File: config.mk
export PLATFORM = sky130hd
export DESIGN_NAME = ackframe_rx
export DESIGN_NICKNAME = d
export VERILOG_FILES = /design/src/rtl/ackframe_rx.sv
export SDC_FILE = /design/constraint.sdc
export NUM_CORES = 1
export LEC_CHECK = 0
export BUFFER_PORTS_ARGS = -buffer_cell sky130_fd_sc_hd__buf_2
export CORE_MARGIN = 3
export CORE_UTILIZATION = 45
export CTS_CLUSTER_DIAMETER = 50
export CTS_CLUSTER_SIZE = 30
export DETAILED_ROUTE_END_ITERATION = 12
export GPL_TIMING_DRIVEN = 0
export PLACE_DENSITY = 0.66
export SYNTH_ARGS = -nofsm -noshare
export SYNTH_HDL_FRONTEND = slang
export SYNTH_SLANG_ARGS = --single-unit
File: constraint.sdc
create_clock -name clk -period 6.3 [get_ports clk]
set_clock_uncertainty 0.05 [all_clocks]
set_input_delay 1.26 -clock clk [delete_from_list [all_inputs] [get_ports clk]]
set_output_delay 1.26 -clock clk [all_outputs]
set_load 0.01 [all_outputs]
File: src/rtl/ackframe_rx.sv
module ackframe_rx #(
  parameter int         MAX_LEN  = 64,
  parameter logic [7:0] ACK_CODE = 8'd6,
  parameter logic [7:0] NAK_CODE = 8'd21
) (
  input  logic        clk,
  input  logic        rst_n,
  input  logic        rx_valid,
  input  logic [7:0]  rx_byte,
  input  logic [7:0]  my_id,
  input  logic [31:0] my_bus,
  output logic        resp_valid,
  output logic [7:0]  resp_byte,
  output logic        pay_valid,
  output logic [7:0]  pay_byte,
  output logic        done,
  output logic        done_ok,
  output logic        src_present,
  output logic        pid_present,
  output logic [31:0] src_bus,
  output logic [7:0]  src_id,
  output logic [15:0] pkt_id
);

  localparam logic [7:0] MAX8 = 8'(MAX_LEN);
  localparam logic [3:0] S_ID = 4'd0, S_HDR = 4'd1, S_LEN = 4'd2, S_RXBUS = 4'd3,
                         S_SBUS = 4'd4, S_SID = 4'd5, S_PID = 4'd6, S_DATA = 4'd7,
                         S_CRC = 4'd8;

  logic [3:0]  st, st_after;
  logic [3:0]  hdr;
  logic [7:0]  crc, crc_nx, clen, clen_nx, cl_eff, left, left_nx, minlen;
  logic        miss;
  logic [31:0] sbus_acc;
  logic [7:0]  sid_acc;
  logic [15:0] pid_acc;

  wire bus_m = hdr[0];
  wire src_m = hdr[1];
  wire ack_m = hdr[2];
  wire pid_m = hdr[3];

  assign minlen  = 8'd4 + (bus_m ? 8'd4 : 8'd0) + (src_m ? (bus_m ? 8'd5 : 8'd1) : 8'd0)
                 + (pid_m ? 8'd2 : 8'd0);
  assign clen_nx = rx_byte - minlen;
  assign cl_eff  = (st == S_LEN) ? clen_nx : clen;
  wire   len_bad = (rx_byte < minlen) || (rx_byte > MAX8);
  wire   crc_hit = (crc == rx_byte);

  always_comb begin
    crc_nx = ((st == S_ID) ? 8'h00 : crc) ^ rx_byte;
    for (int i = 0; i < 8; i++)
      crc_nx = crc_nx[0] ? ((crc_nx >> 1) ^ 8'h8C) : (crc_nx >> 1);
  end

  always_comb begin
    if (st == S_LEN && bus_m)                 st_after = S_RXBUS;
    else if (st < S_SBUS && src_m && bus_m)   st_after = S_SBUS;
    else if (st < S_SID && src_m)             st_after = S_SID;
    else if (st < S_PID && pid_m)             st_after = S_PID;
    else if (st < S_DATA && cl_eff != 8'd0)   st_after = S_DATA;
    else                                      st_after = S_CRC;
  end

  always_comb begin
    case (st_after)
      S_RXBUS, S_SBUS: left_nx = 8'd3;
      S_PID:           left_nx = 8'd1;
      S_DATA:          left_nx = cl_eff - 8'd1;
      default:         left_nx = 8'd0;
    endcase
  end

  wire field_end = (left == 8'd0);

  always_ff @(posedge clk or negedge rst_n) begin
    if (!rst_n) begin
      st <= S_ID;
      hdr <= '0;
      crc <= '0;
      clen <= '0;
      left <= '0;
      miss <= 1'b0;
      sbus_acc <= '0;
      sid_acc <= '0;
      pid_acc <= '0;
      resp_valid <= 1'b0;
      resp_byte <= '0;
      pay_valid <= 1'b0;
      pay_byte <= '0;
      done <= 1'b0;
      done_ok <= 1'b0;
      src_present <= 1'b0;
      pid_present <= 1'b0;
      src_bus <= '0;
      src_id <= '0;
      pkt_id <= '0;
    end else begin
      pay_valid <= 1'b0;
      done <= 1'b0;
      resp_valid <= 1'b0;
      if (rx_valid) begin
        if (st != S_CRC) crc <= crc_nx;
        case (st)
          S_ID: begin
            miss <= (rx_byte != my_id);
            sbus_acc <= '0;
            sid_acc <= '0;
            pid_acc <= '0;
            st <= S_HDR;
          end
          S_HDR: begin
            hdr <= rx_byte[3:0];
            st <= S_LEN;
          end
          S_LEN: begin
            if (len_bad) st <= S_ID;
            else begin
              clen <= clen_nx;
              left <= left_nx;
              st <= st_after;
            end
          end
          S_RXBUS, S_SBUS, S_PID, S_DATA: begin
            if (st == S_RXBUS && rx_byte != my_bus[{left[1:0], 3'b000} +: 8]) miss <= 1'b1;
            if (st == S_SBUS) sbus_acc <= {sbus_acc[23:0], rx_byte};
            if (st == S_PID) pid_acc <= {pid_acc[7:0], rx_byte};
            if (st == S_DATA && !miss) begin
              pay_valid <= 1'b1;
              pay_byte <= rx_byte;
            end
            if (field_end) begin
              st <= st_after;
              left <= left_nx;
            end else begin
              left <= left - 8'd1;
            end
          end
          S_SID: begin
            sid_acc <= rx_byte;
            st <= st_after;
            left <= left_nx;
          end
          default: begin
            if (!miss) begin
              done <= 1'b1;
              done_ok <= crc_hit;
              resp_valid <= ack_m;
              resp_byte <= crc_hit ? ACK_CODE : NAK_CODE;
              src_present <= src_m;
              pid_present <= pid_m;
              src_bus <= sbus_acc;
              src_id <= sid_acc;
              pkt_id <= pid_acc;
            end
            st <= S_ID;
          end
        endcase
      end
    end
  end

endmodule

## Word level (Yosys, flattened, before mapping)

Cells that the tools add are included.

- Register bits after elaboration: 167
- Bits of input ports: 51
- Logic and storage cells: 138

- Add/sub/neg operators: 6
- $lt $le $gt $ge: 6
- Equal/unequal tests: 20
- Shift operators: 1
- Multiplexer cells: 43
- Bitwise operators: 12
- Reductions and logical operators: 30

Operators with widths:

| cell | number |
|---|---|
| 8-bit two-way mux | 12 |
| 32-bit one-hot mux with 2 select lines | 1 |
| 8-bit one-hot mux with 3 select lines | 2 |
| 32-bit two-way mux | 1 |
| 16-bit one-hot mux with 2 select lines | 1 |
| 32-bit by 6-bit indexed part select with 8-bit output | 1 |
| 4-bit by 3-bit == test with 1-bit output (second input constant) | 7 |
| 4-bit two-way mux | 7 |
| 2-bit NOT with 3-bit output | 8 |
| 3-bit AND reduction | 7 |
| 4-bit one-hot mux with 5 select lines | 1 |
| 4-bit by 3-bit < comparator with 1-bit output (second input constant) | 4 |
| 16-bit two-way mux | 1 |
| 8-bit != test | 2 |
| 8-bit one-hot mux with 2 select lines | 1 |
| 8-bit by 1-bit subtractor with 8-bit output (second input constant) | 2 |
| 4-bit by 2-bit == test with 1-bit output (second input constant) | 3 |
| 1-bit two-way mux | 10 |
| 2-bit != test (second input constant) | 5 |
| 3-bit two-way mux | 3 |
| 8-bit == test | 1 |
| 8-bit by 7-bit > comparator with 1-bit output (second input constant) | 1 |
| 1-bit logical AND | 8 |
| 8-bit logical NOT | 1 |
| 22 further kinds | 28 |

## Logic depth before layout (Yosys ltp)

Gate-level depths: netlist (run 1).

- Word-level depth: 19
- Mapped depth: 13
- Gate-level depth less buffers: 11

## Least setup slack after synthesis (run 1)

Ideal clock, no wire load.

- Path kind: input port to flip-flop
- Start: input port rx_byte[0]
- End: register left[0]
- Data arrival time: 3,503 ps
- Path slack: 2,616 ps
- Stages: 12
- Buffers on the path: 1
- Cell sequence: buf_2 -> inv_1 -> ha_1 -> inv_1 -> fa_1 -> a21o_1 -> a211oi_2 -> nor2_1 -> o21ai_4 -> nor2_1 -> a221oi_1 -> o21ai_1

- Word-level cells in the longest chain between the ends: 14
- Elaborated cells on any way between the ends: 24

Ends and longest elaborated chain:

| what | line | text |
|---|---|---|
| start, declared | 9 | `input logic [7:0] rx_byte,` |
| 8-bit by 6-bit subtractor with 8-bit output | 45 | `assign clen_nx = rx_byte - minlen;` |
| 8-bit two-way mux | 46 | `assign cl_eff = (st == S_LEN) ? clen_nx : clen;` |
| 8-bit nonzero test | 61 | `else if (st < S_DATA && cl_eff != 8'd0) st_after = S_DATA;` |
| 1-bit logical AND | 61 |  |
| 4-bit two-way mux | 61 |  |
| 4-bit two-way mux | 60 | `else if (st < S_PID && pid_m) st_after = S_PID;` |
| 4-bit two-way mux | 59 | `else if (st < S_SID && src_m) st_after = S_SID;` |
| 4-bit two-way mux | 58 | `else if (st < S_SBUS && src_m && bus_m) st_after = S_SBUS;` |
| 4-bit two-way mux | 57 | `if (st == S_LEN && bus_m) st_after = S_RXBUS;` |
| 4-bit by 2-bit == test with 1-bit output or 4-bit by 3-bit == test with 1-bit output (tied branches) | 66 | `case (st_after)` |
| 2-bit OR reduction | 66 |  |
| 8-bit one-hot mux with 3 select lines | 66 |  |
| 8-bit two-way mux (on tied branches) | 132, 117 |  |
| 8-bit one-hot mux with 3 select lines | 104 | `case (st)` |
| end signal, assigned | 134 | `left <= left_nx;` |
| end signal, assigned | 136 | `left <= left - 8'd1;` |
| end signal, assigned | 142 | `left <= left_nx;` |
| end, declared | 32 | `logic [7:0] crc, crc_nx, clen, clen_nx, cl_eff, left, left_nx, minlen;` |

Parallel ways exist; a longest one is shown, timed or not. The select of a mux whose other input is x is not followed.
A chain may end at the register's enable or synchronous reset.

## Worst setup path in the final report (run 1)

- Start: input port rx_byte[0]
- End: register left[3]

- Word-level cells in the longest chain between the ends: 14
- Elaborated cells on any way between the ends: 24

Ends and longest elaborated chain:

| what | line |
|---|---|
| 8-bit by 6-bit subtractor with 8-bit output * | 45 |
| net clen_nx[1] | 32 |
| 8-bit two-way mux * | 46 |
| 8-bit nonzero test | 61 |
| 1-bit logical AND | 61 |
| 4-bit two-way mux | 61 |
| 4-bit two-way mux | 60 |
| 4-bit two-way mux | 59 |
| 4-bit two-way mux | 58 |
| 4-bit two-way mux | 57 |
| 4-bit by 2-bit == test with 1-bit output or 4-bit by 3-bit == test with 1-bit output (tied branches) | 66 |
| 2-bit OR reduction | 66 |
| 8-bit one-hot mux with 3 select lines * | 66 |
| 8-bit two-way mux (on tied branches) | 132, 117 |
| 8-bit one-hot mux with 3 select lines * | 104 |

The timed path passes the listed nets; every way through them passes the cells marked *. The select of a mux whose other input is x is not followed.

==> results.yml, run 1 <==
place:
  hpwl_mm: 14.76
  gp_congestion: 0.9018
  pre_cts_ws_ns: 2.105
  port_buffers: 121
  placed_cell_area_um2: 8870
run:
  maxCapViolCount: 0
sta:
  worst_pin_slew_ns: 1.293
  setup_tns_ns: 0
  timing.slew.headroom: 0.1361
  rsz0062_at_grt: "false"
  fmaxAchievable_mhz: 264.5
  min_period_ns: 3.781
  slew_violations: 0
  finalCritPeriodShare: 0.6002
  setup_viol_count_final: 0
  finalHoldViolCount: 0
  timing.final.ws_setup_ns: 2.519
finish:
  drive_gt1_frac: 0.1984
  final_area_um2: 9483
  fillers: 1526
  design.final.nets: 1069
  antennaDiodeCount: 0
  syn2layout_area_growth_pct: 19.43
clocking:
  cts_tree: "built"
  clk_pin_slew_ns: 0.07
  numCtsBuffers: 17
  cts_root_buf: "clkbuf_16"
  clk_path_buf_depth: 2
  post_cts_resized: 0
  cts_setup_buffers: 0
  htree_num_levels: 4
  cts_hold_buffers: 0
  insertion_delay_ns: 0.43
  cts_num_sinks: 161
power:
  p_leak_uw: 0.004762
  swShare: 0.3873
  p_sw_uw: 1646
  vdd_drop_max_mv: 0.2614
  clockPowerShare: 0.250
  seq_power_share: 0.354
  power_density_nw_per_um2: 448.1
  p_int_uw: 2604
  pwr-share-comb: 0.396
die:
  die_h_um: 138.8
  pin_count: 129
  rows: 47
  die_area_um2: 19280
  die_w_um: 138.8
  start_util: 0.4688
  core-area_um2: 16940
critical_path:
  end_kind: "flop"
  path_class: "in2reg"
  startpoint_type: "primary input"
  worstReg2RegStart: "st[2]$_DFFE_PN0P_"
  crit_path_start: "rx_byte[0]"
  critPathMaxFanout: 9
  required_ns: 6.54
  crit_arrival_ns: 4.02
grt:
  gr-total-overflow: 0
  grt_max_degree: 86
  grt_pass1_wl_mm: 33.64
  grt_util_all_layers: 0.2144
  antenna_found_initial: 0
  grt_pass1_vias: 6275
yosys:
  async_flop_share: 1.000
  ys_types: 63
  synth_top_area_frac: 0.5074
  mappedNetlistArea_um2: 7940
  synth_cells: 866
  synth.most_common_cell: "nand2_1"
  synth_edf_count: 0
  ys_warn_count: 0
  synth-seq-area-share: 0.5074
  ys_ff_latch: 161
  synth_area_per_cell_um2: 9.169
  synth_area_leaders: "dfrtp_1 51%, nand2_1 14%, xnor2_1 4.4%"
  synth_common_cells: "300 x nand2_1, 161 x dfrtp_1, 67 x o21ai_0"
  synth-main-ff-cell: "dfrtp_1"
  synth_largest_area_cell: "dfrtp_1"
worst_hold_path:
  hold_class: "reg2reg"
  hold_start: "src_bus[20]$_DFFE_PN0P_"
routing:
  ant_nets: 0
  dr_total_vias: 6563
  drt-wirelength-per-cell_um: 16.60
  route.detailed.drc: 0
  viasPerCell: 5.280
  first_pass_iters: 5
  wirelength_mm: 20.63
  drtIter0Drc: 564
outcome:
  status: "complete, no violations"
power by group through the flow:
stage | Clock (uW) | Combinational, uW | Sequential, uW
global route | 1120 | 1870 | 1540
detailed placement | 0 | 1670 | 1520
CTS | 1080 | 1670 | 1500
floorplan | 0 | 1260 | 1470
global placement | 0 | 1630 | 1510
finish | 1060 | 1680 | 1510
metrics by stage:
step | utilization | instances | hold WS, ns | power [uW]
floorplan | - | 869 | 0.3886 | 2730
detailed placement | 0.5237 | 1211 | 0.4058 | 3181
global route | 0.5599 | 1243 | 0.4411 | 4530
CTS | 0.5599 | 1243 | 0.4200 | 4252
global placement | 0.5215 | 1210 | 0.3983 | 3147
finish | 0.5599 | 1243 | 0.4175 | 4249
registers in the layout, indices dropped and copies added (netlist names):
| signal | count |
|---|---|
| src_id | 8 |
| src_present | 1 |
| resp_valid | 1 |
| pay_valid | 1 |
| left | 8 |
| resp_byte | 3 |
| crc | 8 |
| miss | 1 |
| sbus_acc | 32 |
| pid_acc | 16 |
| pay_byte | 8 |
| st | 4 |
| pkt_id | 16 |
| done | 1 |
| src_bus | 32 |
| hdr | 4 |
| pid_present | 1 |
| clen | 8 |
| sid_acc | 8 |
cell families (layout without fill, tap and decap cells):
group,after synthesis,after routing,synth area share
AO/OA/AOI/OAI,156,156,0.1300
XOR/XNOR,61,61,0.06729
adder cells (fa/ha/maj),8,8,0.01355
buffers and inverters,70,224,0.03892
flip-flops,161,161,0.5074
multiplexers,19,19,0.03782
other,1,4,0.0004723
AND/OR/NAND/NOR,390,390,0.2045
cell usage in the layout, fill, tap and decap left out, types with 5 or more instances in the layout:
| cell type | count |
|---|---|
| dfrtp_1 | 161 |
| a31oi_1 | 5 |
| nor3_1 | 9 |
| buf_2 | 130 |
| inv_1 | 16 |
| nand2b_1 | 5 |
| ha_1 | 7 |
| nor4_1 | 5 |
| mux2_2 | 8 |
| o21ai_0 | 67 |
| xnor2_1 | 40 |
| mux4_2 | 8 |
| clkbuf_1 | 35 |
| a22o_1 | 17 |
| nand2_1 | 300 |
| xor2_1 | 21 |
| and2_1 | 5 |
| nor2_1 | 34 |
| clkbuf_16 | 17 |
| a21oi_1 | 26 |
| nand3_1 | 11 |
| buf_4 | 7 |
worst paths after layout:
check	end	slack, ns	depth (start not counted)
max	left[3]$_DFFE_PN0P_	2.52	12
min	src_bus[20]$_DFFE_PN0P_	0.42	2
max reg2reg	left[3]$_DFFE_PN0P_	3.21	10
min reg2reg	src_bus[20]$_DFFE_PN0P_	0.42	2
max in group asynchronous	src_bus[26]$_DFFE_PN0P_	4.65	2
min in group asynchronous	clen[2]$_DFFE_PN0P_	0.73	1
critical path: stages:
cell and delay (ns):
buf_2 0.25, inv_1 0.17, ha_1 0.25, inv_1 0.07
fa_1 0.45, mux2i_1 0.17, ha_1 0.25, nand3_1 0.08
o21ai_0 0.42, nand4_2 0.31, nand3_2 0.22, o221ai_1 0.12
cell type report:
class                           count  area, um^2  share of cell area
Tap cell                          220       275.3             0.02903
Multi-Input combinational cell    638        3613              0.3811
Clock buffer                       20       466.7             0.04922
Clock inverter                     12       146.4             0.01544
Sequential cell                   161        4029              0.4249
Timing Repair Buffer              122       643.1             0.06782
Inverter                           17       63.81            0.006729
Buffer                             53       245.2             0.02586
metal layers:
layer,vias to the layer above,global-route usage,part of all wire
met1,3138,0.3303,0.50
met5,-,0,0
li1,3179,-,-
met3,17,0.05448,0.070
met4,0,0.05201,0.0094
met2,229,0.3038,0.43
Power figures use the tool's default switching activity.
==> inputs of run 2 (changes only) <==
--- a/config.mk
+++ b/config.mk
@@ -5,6 +5,7 @@
 export SDC_FILE = /design/constraint.sdc
 export NUM_CORES = 1
 export LEC_CHECK = 0
+export ABC_AREA = 1
 export BUFFER_PORTS_ARGS = -buffer_cell sky130_fd_sc_hd__buf_2
 export CORE_MARGIN = 3
 export CORE_UTILIZATION = 45
@@ -12,7 +13,7 @@
 export CTS_CLUSTER_SIZE = 30
 export DETAILED_ROUTE_END_ITERATION = 12
 export GPL_TIMING_DRIVEN = 0
-export PLACE_DENSITY = 0.66
+export PLACE_DENSITY = 0.69
 export SYNTH_ARGS = -nofsm -noshare
 export SYNTH_HDL_FRONTEND = slang
 export SYNTH_SLANG_ARGS = --single-unit
==> constraint.sdc (replaced) <==
create_clock -name clk -period 3.4 [get_ports clk]
set_clock_uncertainty 0.05 [all_clocks]
set_input_delay 0.68 -clock clk [delete_from_list [all_inputs] [get_ports clk]]
set_output_delay 0.68 -clock clk [all_outputs]
set_load 0.01 [all_outputs]
==> results.yml, run 2 <==
outcome:
  status: "complete, no violations"
yosys:
  synth_cells: 884
  synth.most_common_cell: "nand2_1"
  mappedNetlistArea_um2: 7699
  synth_fa_ha_area_frac: 0.01398
  synth_top_area_frac: 0.5233
  ys_types: 48
  synth_largest_area_cell: "dfrtp_1"
  synth_top_family_by_area: "simple AND/OR/NAND/NOR gates"
  synth_edf_count: 0
  synth_common_cells: "170 x nand2_1, 161 x dfrtp_1, 118 x o21ai_0"
  ys_warn_count: 0
  synth-seq-area-share: 0.5233
  async_flop_share: 1.000
  synth-simple-area-share: 0.1791
  synthMuxAreaShare: 0.002925
  synth_area_leaders: "dfrtp_1 52%, nand2_1 8.3%, o21ai_0 7.7%"
  synth_compound_area_frac: 0.1403
  synth_area_per_cell_um2: 8.709
  synth-main-ff-cell: "dfrtp_1"
  synth-xor-area-share: 0.06111
  ys_ff_latch: 161
clocking:
  clk_path_buf_depth: 2
  clk_pin_slew_ns: 0.07
  cts_root_buf: "clkbuf_16"
  cts_tree: "built"
  insertion_delay_ns: 0.43
  cts_setup_buffers: 0
  htree_num_levels: 4
  cts_num_sinks: 161
  numCtsBuffers: 17
  cts_hold_buffers: 0
power:
  vdd_drop_max_mv: 0.4806
  p_leak_uw: 0.004472
  power_density_nw_per_um2: 1003
place:
  gp_congestion: 0.8859
  port_buffers: 120
  hpwl_mm: 14.16
routing:
  drt-wirelength-per-cell_um: 15.76
  drtIter0Drc: 545
  route.detailed.drc: 0
  viasPerCell: 5.148
  first_pass_iters: 5
  ant_nets: 0
  wirelength_mm: 19.86
  dr_total_vias: 6486
grt:
  grt_pass1_vias: 6301
  antenna_found_initial: 0
  gr-total-overflow: 0
  grt_util_all_layers: 0.2231
  grt_max_degree: 94
  grt_pass1_wl_mm: 32.52
die:
  die_w_um: 136.8
  die_h_um: 136.8
  rows: 47
  pin_count: 129
  die_area_um2: 18710
  core-area_um2: 16640
  start_util: 0.4626
finish:
  antennaDiodeCount: 0
  design.final.nets: 1086
  final_common_cell: "nand2_1"
  final_cell_mix: "170 x nand2_1, 161 x dfrtp_1, 123 x buf_2"
  post-route-util: 0.5545
  largestRegisters: "sbus_acc (32), src_bus (32)"
  syn2layout_area_growth_pct: 19.88
  drive_gt1_frac: 0.1846
critical_path:
  critPathMaxFanout: 9
  end_kind: "flop"
  startpoint_type: "primary input"
  crit_arrival_ns: 3.45
  required_ns: 3.71
  path_class: "in2reg"
sta:
  setup_viol_count_final: 0
  fmaxAchievable_mhz: 318.7
  min_period_ns: 3.138
  holdWs_ns: 0.1515
  finalCritPeriodShare: 0.9229
  worst_pin_slew_ns: 0.7524
  timing.slew.headroom: 0.4961
  rsz0062_at_grt: "false"
  slew_violations: 0
  finalHoldViolCount: 0
run:
  maxCapViolCount: 0
worst_hold_path:
  hold_class: "in2async"
run 2: cell count changes after synthesis, moves of 7 or more:
cell     change
a21oi_1     -13
a22o_1      -17
inv_1       +87
mux4_2       -8
nand2_1    -130
nand3_1     +36
nand4_1      +7
nor2_1      +22
o21ai_0     +51
o22ai_1     +43
xnor2_1     -22
run 2: path summary, 6_finish.rpt:
kind	start	to	slack [ns]	depth (start not counted)
max	rx_byte[0]	left[1]$_DFFE_PN0P_	0.26	20
min	rst_n	src_bus[6]$_DFFE_PN0P_	0.15	1
max reg2reg	hdr[1]$_DFFE_PN0P_	left[2]$_DFFE_PN0P_	0.37	18
min reg2reg	resp_byte[2]$_DFFE_PN0P_	resp_byte[2]$_DFFE_PN0P_	0.42	1
max in group asynchronous	rst_n	clen[7]$_DFFE_PN0P_	2.33	2
min in group clk	resp_byte[2]$_DFFE_PN0P_	resp_byte[2]$_DFFE_PN0P_	0.42	1
run 2: metal layers:
metal / vias up / global-route usage / wire, um
met5: - / 0 / 0
met4: 0 / 0.06042 / 316
met3: 25 / 0.04338 / 977
met2: 180 / 0.3625 / 9518
met1: 3113 / 0.3080 / 9043
li1: 3168 / - / -
run 2: per-stage QoR:
stage | instance area, um^2 | instances | setup WS (ns) | setup TNS [ns] | total power, uW
3_5_place_dp | 8623 | 1228 | -0.7147 | -7.338 | 7303
3_3_place_gp | 8586 | 1227 | -0.8639 | -145.21 | 7196
2_1_floorplan | 7710 | 887 | 0.09172 | 0 | 6040
6_report | 9229 | 1260 | 0.2620 | 0 | 9255
5_1_grt | 9229 | 1260 | 0.01781 | 0 | 10010
4_1_cts | 9228 | 1260 | 0.03391 | 0 | 9298
run 2: cell type report:
type | instances | area, um^2
fillers | 1530 | 7413
multi-input cells | 573 | 3074
inverters | 110 | 420.4
flip-flops and latches | 161 | 4029
clock inverters | 7 | 97.59
plain buffers | 43 | 188.9
repair buffers | 121 | 638.1
clock buffers | 25 | 505.5
well taps | 220 | 275.3
run 2: repair_timing:
action,in CTS,in global routing
endpoints found under the hold margin,0,0
cloned,0,0
endpoints found under the setup margin,11,10
gates resized for setup,1,2
run 2: power breakdown:
part | switching [uW] | internal [uW] | total, uW
logic | 2600 | 1570 | 4160
registers | 422 | 2720 | 3150
clock network | 764 | 1180 | 1950
run 2: critical path, cell delays in order:
cell	delay (ns)
buf_2	0.15
inv_4	0.17
ha_1	0.17
inv_1	0.05
fa_1	0.42
nand2_1	0.09
nand2_1	0.05
nand2_1	0.08
nand3_1	0.09
nand2_1	0.14
nand2_1	0.07
nand2_1	0.10
nor2_1	0.07
nand3_1	0.12
nand3_1	0.13
a21oi_2	0.38
nand3_1	0.16
nand2_1	0.11
nand2_1	0.08
a21oi_1	0.14
run 2: cells by family (layout without fill, tap and decap cells):
| family | Yosys count | after routing |
|---|---|---|
| adders and majority gates | 8 | 8 |
| xor gates and xnor gates | 49 | 49 |
| muxes | 2 | 2 |
| buffers and inverters | 153 | 306 |
| other | 1 | 4 |
| AOI/OAI and AO/OA | 194 | 194 |
| DFF | 161 | 161 |
| and+or+nand+nor | 316 | 316 |
==> inputs of run 3 (changes only) <==
--- a/config.mk
+++ b/config.mk
@@ -12,7 +12,7 @@
 export CTS_CLUSTER_DIAMETER = 50
 export CTS_CLUSTER_SIZE = 30
 export DETAILED_ROUTE_END_ITERATION = 12
-export GPL_TIMING_DRIVEN = 0
+export GPL_TIMING_DRIVEN = 1
 export PLACE_DENSITY = 0.69
 export SYNTH_ARGS = -nofsm -noshare
 export SYNTH_HDL_FRONTEND = slang
==> results.yml, run 3 (synthesized netlist as in run 2, its figures left out) <==
finish:
  drive_gt1_frac: 0.1986
  post-route-util: 0.5521
  layout.cells.non_filler: 1237
  final_common_cell: "nand2_1"
  largestRegisters: "sbus_acc (32), src_bus (32)"
  antennaDiodeCount: 0
  syn2layout_area_growth_pct: 19.34
  design.final.nets: 1064
  final_cell_mix: "170 x nand2_1, 161 x dfrtp_1, 123 x buf_2"
critical_path:
  startpoint_type: "flop"
  end_kind: "flop"
  required_ns: 3.66
  r2r_end: "left[7]$_DFFE_PN0P_"
  ff2ff_setup_slack_ns: 0.35
  critPathMaxFanout: 9
  path_class: "reg2reg"
  crit_arrival_ns: 3.32
  rr_worst_depth: 18
  worstReg2RegStart: "hdr[1]$_DFFE_PN0P_"
place:
  port_buffers: 124
  hpwl_mm: 13.39
  dp_cells: 1206
  gp_congestion: 0.9656
grt:
  grt_max_degree: 117
  grt_pass1_vias: 5899
  antenna_found_initial: 0
  gr-total-overflow: 0
  grt_util_all_layers: 0.2112
  grt_pass1_wl_mm: 30.75
power:
  p_sw_uw: 3741
  p_leak_uw: 0.004488
  seq_power_share: 0.341
  power_density_nw_per_um2: 1009
  vdd_drop_max_mv: 0.4957
  clockPowerShare: 0.215
  swShare: 0.4034
  p_int_uw: 5533
  pwr-share-comb: 0.445
sta:
  worst_pin_slew_ns: 1.009
  rsz0062_at_grt: "false"
  finalHoldViolCount: 0
  slew_violations: 0
  finalCritPeriodShare: 0.8981
  setup_tns_ns: 0
  fmaxAchievable_mhz: 327.5
  setup_viol_count_final: 0
  min_period_ns: 3.054
  timing.slew.headroom: 0.3271
die:
  die_h_um: 136.8
  core-area_um2: 16640
  die_area_um2: 18710
  start_util: 0.4626
  pin_count: 129
  rows: 47
  die_w_um: 136.8
clocking:
  numCtsBuffers: 17
  cts_root_buf: "clkbuf_16"
  post_cts_resized: 0
  htree_num_levels: 4
  cts_tree: "built"
  cts_num_sinks: 161
  insertion_delay_ns: 0.42
  clk_pin_slew_ns: 0.06
  cts_setup_buffers: 0
  clk_path_buf_depth: 2
  cts_hold_buffers: 0
outcome:
  status: "complete, no violations"
routing:
  dr_total_vias: 6338
  route.detailed.drc: 0
  wirelength_mm: 18.89
  drtIter0Drc: 488
  first_pass_iters: 6
  viasPerCell: 5.124
  drt-wirelength-per-cell_um: 15.27
  ant_nets: 0
worst_hold_path:
  hold_class: "in2async"
run:
  maxCapViolCount: 0
[run 3: worst max-delay path by stage]
stage / from / endpoint / slack [ns] / depth (start not counted)
global placement: rx_byte[0] / left[4]$_DFFE_PN0P_ / 0.02 / 20
finish: hdr[1]$_DFFE_PN0P_ / left[7]$_DFFE_PN0P_ / 0.35 / 18
global route: hdr[1]$_DFFE_PN0P_ / left[4]$_DFFE_PN0P_ / 0.09 / 18
detailed placement: rx_byte[0] / left[7]$_DFFE_PN0P_ / -0.04 / 20
CTS: hdr[1]$_DFFE_PN0P_ / left[7]$_DFFE_PN0P_ / 0.37 / 18
floorplan: rx_byte[0] / left[2]$_DFFE_PN0P_ / 0.09 / 19
[run 3: power by group through the flow]
stage	combinational (uW)	sequential (uW)	clock (uW)
floorplan	2740	3300	0
global placement	4050	3170	0
detailed placement	4110	3180	0
CTS	4140	3160	2030
global route	4660	3250	2120
finish	4120	3160	1990
[run 3: final cells by class]
| cell class | count | area, um^2 |
|---|---|---|
| Clock inverter | 9 | 156.4 |
| Clock buffer | 22 | 454.2 |
| Multi-Input combinational cell | 573 | 3079 |
| Tap cell | 220 | 275.3 |
| Inverter | 110 | 419.2 |
| Sequential cell | 161 | 4029 |
| Fill cell | 1501 | 7455 |
| Timing Repair Buffer | 142 | 774.5 |
[run 3: worst max-delay path, cell delays in order (launching register included)]
cell and delay, ns:
dfrtp_1 0.46, ha_1 0.22, inv_1 0.08, fa_1 0.44, o21ai_0 0.30, ha_1 0.24
inv_1 0.06, nor2_2 0.11, nand3_2 0.07, nor2_1 0.09, nand3_1 0.10, nand2_1 0.09
nand2_1 0.08, nand2_2 0.09, nor2_4 0.07, o21ai_2 0.20, nor2_1 0.07, nor2_1 0.08
nor2_1 0.05
[run 3: routing by layer]
layer / global-route usage / vias to the layer above / routed length (um)
met5: 0 / - / 0
met4: 0.05820 / 0 / 278
met3: 0.04743 / 22 / 1028
met2: 0.3291 / 185 / 8800
met1: 0.2997 / 3013 / 8784
li1: - / 3118 / -
[run 3: stage by stage]
stage	worst slack (ns)	hold WS [ns]	power [uW]	cell area (um^2)
after global placement	0.02386	0.4041	7222	8577
after CTS	0.3726	0.3012	9328	9188
after floorplan	0.09172	0.3344	6040	7710
after detailed placement	-0.04109	0.4074	7294	8577
after global routing	0.08629	0.3276	10030	9188
final	0.3465	0.2707	9274	9188
